--- src/rtl/rx_fifo_pkg.sv ---
package rx_fifo_pkg;
  localparam int BYTE_W = 8;
  localparam logic [BYTE_W-1:0] FCR_KEEP_MASK = 8'hC9;

  // Strobes from control to datapath.
  typedef struct packed {
    logic              push;
    logic              pop;
    logic              flush;
    logic              holdLoad;
    logic [BYTE_W-1:0] byteIn;
  } dpCmd_t;
endpackage

--- src/rtl/rx_fifo_dp.sv ---
module rx_fifo_dp
  import rx_fifo_pkg::*;
#(
  parameter int DEPTH = 16
) (
  input  logic                         clk,
  input  logic                         rst_n,
  input  dpCmd_t                       cmd,
  input  logic                         fifoMode,
  output logic [$clog2(DEPTH+1)-1:0]   count,
  output logic [BYTE_W-1:0]            rdData
);
  localparam int CNT_W = $clog2(DEPTH + 1);
  localparam int PTR_W = (DEPTH > 1) ? $clog2(DEPTH) : 1;
  localparam logic [PTR_W-1:0] LAST_PTR = PTR_W'(DEPTH - 1);

  logic [PTR_W-1:0]  wrPtr, rdPtr;
  logic [BYTE_W-1:0] entry [DEPTH];
  logic [BYTE_W-1:0] holdByte;
  logic [BYTE_W-1:0] headByte;

  // Storage: one register per entry.
  for (genvar i = 0; i < DEPTH; i++) begin : g_entry
    always_ff @(posedge clk or negedge rst_n) begin
      if (!rst_n) begin
        entry[i] <= '0;
      end else if (cmd.push && wrPtr == PTR_W'(i)) begin
        entry[i] <= cmd.byteIn;
      end
    end
  end

  always_ff @(posedge clk or negedge rst_n) begin
    if (!rst_n) begin
      wrPtr <= '0;
      rdPtr <= '0;
      count <= '0;
    end else if (cmd.flush) begin
      wrPtr <= '0;
      rdPtr <= '0;
      count <= '0;
    end else begin
      if (cmd.push) begin
        wrPtr <= (wrPtr == LAST_PTR) ? '0 : wrPtr + 1'b1;
      end
      if (cmd.pop) begin
        rdPtr <= (rdPtr == LAST_PTR) ? '0 : rdPtr + 1'b1;
      end
      case ({cmd.push, cmd.pop})
        2'b10:   count <= count + 1'b1;
        2'b01:   count <= count - 1'b1;
        default: count <= count;
      endcase
    end
  end

  always_ff @(posedge clk or negedge rst_n) begin
    if (!rst_n) begin
      holdByte <= '0;
    end else if (cmd.holdLoad) begin
      holdByte <= cmd.byteIn;
    end
  end

  assign headByte = entry[rdPtr];

  always_comb begin
    if (!fifoMode) begin
      rdData = holdByte;
    end else if (count == CNT_W'(0)) begin
      rdData = '0;
    end else begin
      rdData = headByte;
    end
  end
endmodule

--- src/rtl/rx_fifo_ctrl.sv ---
module rx_fifo_ctrl
  import rx_fifo_pkg::*;
#(
  parameter int DEPTH         = 16,
  parameter int TIMEOUT_CHARS = 4,
  parameter int MAX_CHAR_BITS = 12
) (
  input  logic                       clk,
  input  logic                       rst_n,
  input  logic                       rxValid,
  input  logic [BYTE_W-1:0]          rxData,
  input  logic                       rxBreak,
  input  logic                       bitTick,
  input  logic [3:0]                 lcrBits,
  input  logic                       rdBuf,
  input  logic                       statusRead,
  input  logic                       fcrWrite,
  input  logic [BYTE_W-1:0]          fcrData,
  input  logic [$clog2(DEPTH+1)-1:0] count,
  output dpCmd_t                     cmd,
  output logic                       fifoMode,
  output logic [BYTE_W-1:0]          fcrValue,
  output logic                       dataReady,
  output logic                       overrun,
  output logic                       breakSeen,
  output logic                       timeoutPending,
  output logic                       triggerHit
);
  localparam int CNT_W = $clog2(DEPTH + 1);
  localparam int TO_W  = $clog2(TIMEOUT_CHARS * MAX_CHAR_BITS + 1);

  logic [BYTE_W-1:0] fcrReg;
  logic              full, empty, rxEvent, flushRx, lastRead, ovfSet;
  logic [3:0]        charBits;
  logic [TO_W-1:0]   toLimit, toCnt;
  logic [CNT_W-1:0]  trigLevel;

  assign fifoMode = fcrReg[0];
  assign fcrValue = fcrReg;
  assign full     = (count == CNT_W'(DEPTH));
  assign empty    = (count == CNT_W'(0));
  assign rxEvent  = rxValid | rxBreak;

  // Frame length: start + data + optional parity + stop bits.
  always_comb begin
    charBits = 4'd6 + {2'b00, lcrBits[1:0]} + {3'b000, lcrBits[3]}
             + (lcrBits[2] ? 4'd2 : 4'd1);
    toLimit  = TO_W'(TIMEOUT_CHARS) * TO_W'(charBits);
  end

  always_comb begin
    case (fcrReg[7:6])
      2'b00:   trigLevel = CNT_W'(1);
      2'b01:   trigLevel = CNT_W'(4);
      2'b10:   trigLevel = CNT_W'(8);
      default: trigLevel = CNT_W'(14);
    endcase
  end

  // Strobe generation.
  always_comb begin
    flushRx      = fcrWrite & (fcrData[1] | (fcrData[0] ^ fcrReg[0]));
    cmd.flush    = flushRx;
    cmd.pop      = fifoMode & rdBuf & ~empty & ~flushRx;
    cmd.push     = fifoMode & rxEvent & (~full | cmd.pop) & ~flushRx;
    cmd.holdLoad = ~fifoMode & rxEvent;
    cmd.byteIn   = rxBreak ? '0 : rxData;
    lastRead     = rdBuf & (fifoMode ? (count <= CNT_W'(1)) : 1'b1);
    ovfSet       = rxEvent & ~flushRx &
                   (fifoMode ? (full & ~cmd.pop) : (dataReady & ~rdBuf));
  end

  always_ff @(posedge clk or negedge rst_n) begin
    if (!rst_n) begin
      fcrReg <= '0;
    end else if (fcrWrite) begin
      fcrReg <= fcrData & FCR_KEEP_MASK;
    end
  end

  always_ff @(posedge clk or negedge rst_n) begin
    if (!rst_n) begin
      dataReady <= 1'b0;
      breakSeen <= 1'b0;
    end else if (flushRx) begin
      dataReady <= 1'b0;
      breakSeen <= 1'b0;
    end else begin
      if (rxEvent) begin
        dataReady <= 1'b1;
      end else if (lastRead) begin
        dataReady <= 1'b0;
      end
      if (rxBreak) begin
        breakSeen <= 1'b1;
      end else if (lastRead || statusRead) begin
        breakSeen <= 1'b0;
      end
    end
  end

  always_ff @(posedge clk or negedge rst_n) begin
    if (!rst_n) begin
      overrun <= 1'b0;
    end else if (ovfSet) begin
      overrun <= 1'b1;
    end else if (statusRead) begin
      overrun <= 1'b0;
    end
  end

  // Character timeout counter in bit times.
  always_ff @(posedge clk or negedge rst_n) begin
    if (!rst_n) begin
      toCnt <= '0;
    end else if (!fifoMode || flushRx || cmd.push || cmd.pop || empty) begin
      toCnt <= '0;
    end else if (bitTick && !timeoutPending) begin
      toCnt <= toCnt + 1'b1;
    end
  end

  always_ff @(posedge clk or negedge rst_n) begin
    if (!rst_n) begin
      timeoutPending <= 1'b0;
    end else if (!fifoMode || flushRx || rdBuf) begin
      timeoutPending <= 1'b0;
    end else if (bitTick && !empty && !cmd.push && toCnt == toLimit - 1'b1) begin
      timeoutPending <= 1'b1;
    end
  end

  assign triggerHit = fifoMode ? (count >= trigLevel) : dataReady;
endmodule

--- src/rtl/rx_fifo_timeout.sv ---
module rx_fifo_timeout
  import rx_fifo_pkg::*;
#(
  parameter int DEPTH         = 16,
  parameter int TIMEOUT_CHARS = 4,
  parameter int MAX_CHAR_BITS = 12
) (
  input  logic                       clk,
  input  logic                       rst_n,
  input  logic                       rxValid,
  input  logic [7:0]                 rxData,
  input  logic                       rxBreak,
  input  logic                       bitTick,
  input  logic [3:0]                 lcrBits,
  input  logic                       rdBuf,
  input  logic                       statusRead,
  input  logic                       fcrWrite,
  input  logic [7:0]                 fcrData,
  output logic [7:0]                 rdData,
  output logic [7:0]                 fcrValue,
  output logic [$clog2(DEPTH+1)-1:0] fifoCount,
  output logic                       dataReady,
  output logic                       overrun,
  output logic                       breakSeen,
  output logic                       timeoutPending,
  output logic                       triggerHit
);
  dpCmd_t cmd;
  logic   fifoMode;

  rx_fifo_ctrl #(
    .DEPTH(DEPTH), .TIMEOUT_CHARS(TIMEOUT_CHARS), .MAX_CHAR_BITS(MAX_CHAR_BITS)
  ) u_ctrl (
    .clk(clk), .rst_n(rst_n), .rxValid(rxValid), .rxData(rxData),
    .rxBreak(rxBreak), .bitTick(bitTick), .lcrBits(lcrBits), .rdBuf(rdBuf),
    .statusRead(statusRead), .fcrWrite(fcrWrite), .fcrData(fcrData),
    .count(fifoCount), .cmd(cmd), .fifoMode(fifoMode), .fcrValue(fcrValue),
    .dataReady(dataReady), .overrun(overrun), .breakSeen(breakSeen),
    .timeoutPending(timeoutPending), .triggerHit(triggerHit)
  );

  rx_fifo_dp #(.DEPTH(DEPTH)) u_dp (
    .clk(clk), .rst_n(rst_n), .cmd(cmd), .fifoMode(fifoMode),
    .count(fifoCount), .rdData(rdData)
  );
endmodule

--- config.mk ---
export PLATFORM = sky130hd
export DESIGN_NAME = rx_fifo_timeout
export DESIGN_NICKNAME = d
export VERILOG_FILES = /design/src/rtl/rx_fifo_pkg.sv /design/src/rtl/rx_fifo_dp.sv /design/src/rtl/rx_fifo_ctrl.sv /design/src/rtl/rx_fifo_timeout.sv
export SDC_FILE = /design/constraint.sdc
export NUM_CORES = 1
export LEC_CHECK = 0
export BUFFER_PORTS_ARGS = -buffer_cell sky130_fd_sc_hd__clkbuf_2
export CORE_ASPECT_RATIO = 0.9
export CORE_MARGIN = 2
export CORE_UTILIZATION = 45
export CTS_BUF_LIST = sky130_fd_sc_hd__clkbuf_16
export DETAILED_ROUTE_END_ITERATION = 10
export HOLD_SLACK_MARGIN = 0.05
export PLACE_DENSITY = 0.7
export SKIP_CTS_REPAIR_TIMING = 1
export SYNTH_ARGS = -nofsm -noshare
export SYNTH_HDL_FRONTEND = slang
export SYNTH_SLANG_ARGS = --single-unit
--- constraint.sdc ---
create_clock -name clk -period 3.2 [get_ports clk]
set_input_delay 0.32 -clock clk [delete_from_list [all_inputs] [get_ports clk]]
set_output_delay 0.32 -clock clk [all_outputs]
set_load 0.01 [all_outputs]
==> results by group <==
Status
  • Status: finished, final reports clean

STA
  • Max-slew headroom: 0.2918
  • RSZ-0062 raised after global routing: false
  • Slew @ Worst Pin: between 1000 and 1500 ps
  • Slew Viols, Final: 0
  • Maximum clock rate: between 300 and 400 MHz
  • Final setup TNS: 0 ps
  • Setup Viol. Count Final: 0
  • Final hold violation count: 0
  • Skew final: approximately 5.3 ps
  • Min Hold Slack: approximately 110 ps
  • Final period utilization: 0.9376
  • Tmin final: 3000 ps

Yosys
  • Post-synth EDFFs: 0
  • Synth top cells by count: dfrtp_1, nand2_1, o21ai_0
  • Area leader, netlist: dfrtp_1
  • Synth Area in Compound Gates: 0.1460
  • Synth area leaders: dfrtp_1, o21ai_0, nand2_1
  • Multiplexer area fraction after synthesis: 0.1037
  • Main combinational cell family by area after synthesis: compound AO/OA/AOI/OAI gates
  • YS warnings: 0
  • Simple-Gate Fraction of Synth Area: 0.1378
  • Synthesized area: 0.007806 mm2
  • Cells after Synth: 767
  • Yosys reg bits: roughly 160
  • Synth Area in XOR/XNOR: 0.01907
  • Async set-reset flop share out of synthesis: 1.000
  • Synth cell types: about 50
  • Register area share after synthesis: 0.5225
  • Post-synth top flop: dfrtp_1
  • Mean post-synth cell area: roughly 10 um2
  • Synth Area in Adders: 0.03142
  • Synth top area share: 0.5225

Worst hold path
  • HP Class: input port to register
  • Hold path depth: 3
  • Worst hold start: fcrData[7]
  • WHS Endpoint: u_ctrl.fcrValue[7]

Route
  • Initial DRC Count: around 430
  • Vias: 5719
  • Final WL: between 15 and 20 mm
  • DRC: 0
  • First drt pass iteration count: 5
  • DR vias/cell: 5.416
  • Wirelength per Cell: approximately 17 um
  • Post-route ant nets: 0

Final layout
  • Area Overhead vs Synth: 13.22%
  • # diodes: 0
  • Layout net count: 855
  • Share of cells above drive strength 1: 0.1608
  • FILL cells: between 1.5k and 2k

Pwr
  • P_leak: a little under 4 nW
  • Power per cell area: around 580 mW/mm2
  • Max VDD drop: about 0.31 mV

Clock tree
  • CTS tree: built
  • # clock sinks: 163
  • Num CTS Buffers: 17
  • Clk slew on worst S/H paths: about 60 ps
  • Max Root-Sink Buffers: 2
  • CTS H-Tree Depth: 4
  • Root buffer cell: clkbuf_16
  • Worst-Skew Late Latency: around 420 ps

Setup path
  • FF-to-FF End: u_dp.count[1]
  • Reg2reg start: u_dp.count[0]
  • Worst endpoint required time: about 2900 ps
  • Critical-path maximum fanout: 8
  • Arrival @ worst endpoint: 2680 ps
  • Crit end category: output port
  • Top Family by Delay on Critical Path: simple AND/OR/NAND/NOR gates
  • Reg2reg path depth: 7
  • Reg2reg setup slack: between 700 and 800 ps
  • CP cell instances: inv_1, ha_1, or4b_4, and3_1, a22oi_1, nand2_1, clkbuf_2
  • Crit-path max cell delay: 540 ps
  • Kind of critical path: register to output port
  • Startpoint types: register
  • Crit path buf inv count: 2
  • Critical-path cell with the highest stage delay: or4b_4

Floorplan
  • Ports: 54
  • Die Wd: roughly 140 um
  • Die area: 0.01842 mm2
  • Row cnt: 45
  • Core ar.: approximately 0.017 mm2
  • Chip height: between 100 and 150 um
  • Initial core utilization: 0.4606

Placement
  • Quantity of I/O buffers inserted on ports: 46
  • Post-DP HPWL: between 10 and 15 mm
  • Gp weighted congestion: 0.8248

Global route
  • Grt total ovfl: 0
  • Largest net degree at the start of global routing: between 60 and 70
  • Antenna violations before repair: 0
  • Vias in the first global route: 5834
  • Total GRT Usage: 0.2122
  • First-pass GRT wire length: roughly 30 mm

Run
  • MaxCap Viol Count: 0
## placed cells by master (no fill, tap or decap), types with 7 or more instances in the layout
| cell type | count |
|---|---|
| nor2b_1 | 8 |
| dfrtp_1 | 162 |
| a22oi_1 | 15 |
| nor2_1 | 28 |
| clkbuf_16 | 17 |
| nand2_1 | 163 |
| o211ai_1 | 7 |
| o21ai_0 | 142 |
| mux2_2 | 9 |
| inv_1 | 23 |
| buf_4 | 23 |
| xnor2_1 | 8 |
| nand2b_1 | 10 |
| mux2i_1 | 19 |
| clkbuf_2 | 45 |
| ha_1 | 18 |
| nand4_1 | 21 |
| xor2_1 | 9 |
| mux4_2 | 23 |
| a21oi_1 | 13 |
## worst max path at each step
stage / start / end / slack [ps] / cells past startpoint
after global placement: u_dp.rdPtr[3] / rdData[2] / 690 / 5
final: u_dp.count[0] / rdData[1] / 200 / 7
after global routing: u_dp.count[1] / rdData[1] / 70 / 7
after CTS: u_dp.rdPtr[3] / rdData[2] / 200 / 5
after detailed placement: u_dp.rdPtr[3] / rdData[2] / 670 / 5
after floorplan: u_dp.count[0] / rdData[0] / 1020 / 7
## state kept, by name, summed over array words and instances, names as in the netlist
signal	cells
u_dp.holdByte	8
u_ctrl.toCnt	6
u_ctrl.fcrValue	4
u_ctrl.dataReady	1
u_dp.wrPtr	4
u_dp.rdPtr	4
u_ctrl.timeoutPending	1
u_ctrl.overrun	1
u_ctrl.breakSeen	1
u_dp.count	5
u_dp.entry	128
## worst register-to-register path, delay by kind of cell (launching register included)
| kind | cells | cell delay (ps) |
|---|---|---|
| flip-flops | 1 | 430 |
| AO/OA/AOI/OAI | 3 | 820 |
| buffers and inverters | 1 | 190 |
| AND/OR/NAND/NOR | 2 | 620 |
| adder cells (fa/ha/maj) | 1 | 230 |
## area by class of cell
class | count | area (um2) | area share
Timing Repair Buffer | 72 | 459.2 | 0.05195
Tap cell | 235 | 294.0 | 0.03327
Inverter | 15 | 56.30 | 0.006370
Multi-Input combinational cell | 539 | 3435 | 0.3886
Clock inverter | 15 | 88.84 | 0.01005
Clock buffer | 17 | 425.4 | 0.04813
Sequential cell | 163 | 4080 | 0.4616
## routing by layer
metal / global-route usage / share of wire / up-vias
met4: 0.05416 / 0.013 / 0
li1: - / - / 2759
met3: 0.04392 / 0.034 / 17
met1: 0.3061 / 0.49 / 2831
met5: 0 / 0 / -
met2: 0.3312 / 0.46 / 112
## through the flow
stage                     utilization  cell area (um2)  instances  setup slack [ps]  total power (W)
after floorplan                     -             7818        770              1019         0.003004
after global placement         0.4906             8314       1023             689.3         0.003279
after detailed placement       0.4906             8314       1023             673.1         0.003306
after CTS                      0.5209             8828       1055             204.8         0.005124
after global routing           0.5215             8838       1056             66.23         0.005356
final                          0.5215             8838       1056             199.7         0.005093
## cells by family (layout without fill, tap and decap cells)
family,count (synthesis),in the layout
buffers and inverters,68,119
AO/OA/AOI/OAI,201,201
flip-flops,163,163
adder cells (fa/ha/maj),19,19
multiplexers,51,51
AND/OR/NAND/NOR,247,247
XOR/XNOR,17,17
other,1,4
## report_power, final
group	leakage, nW	internal, W	switching (W)
Sequential	2.23	0.00224	0.000135
Clock	0.279	0.00103	0.000774
Combinational	1.39	0.000398	0.000511
Note: power is estimated with default switching activity, not from simulation.
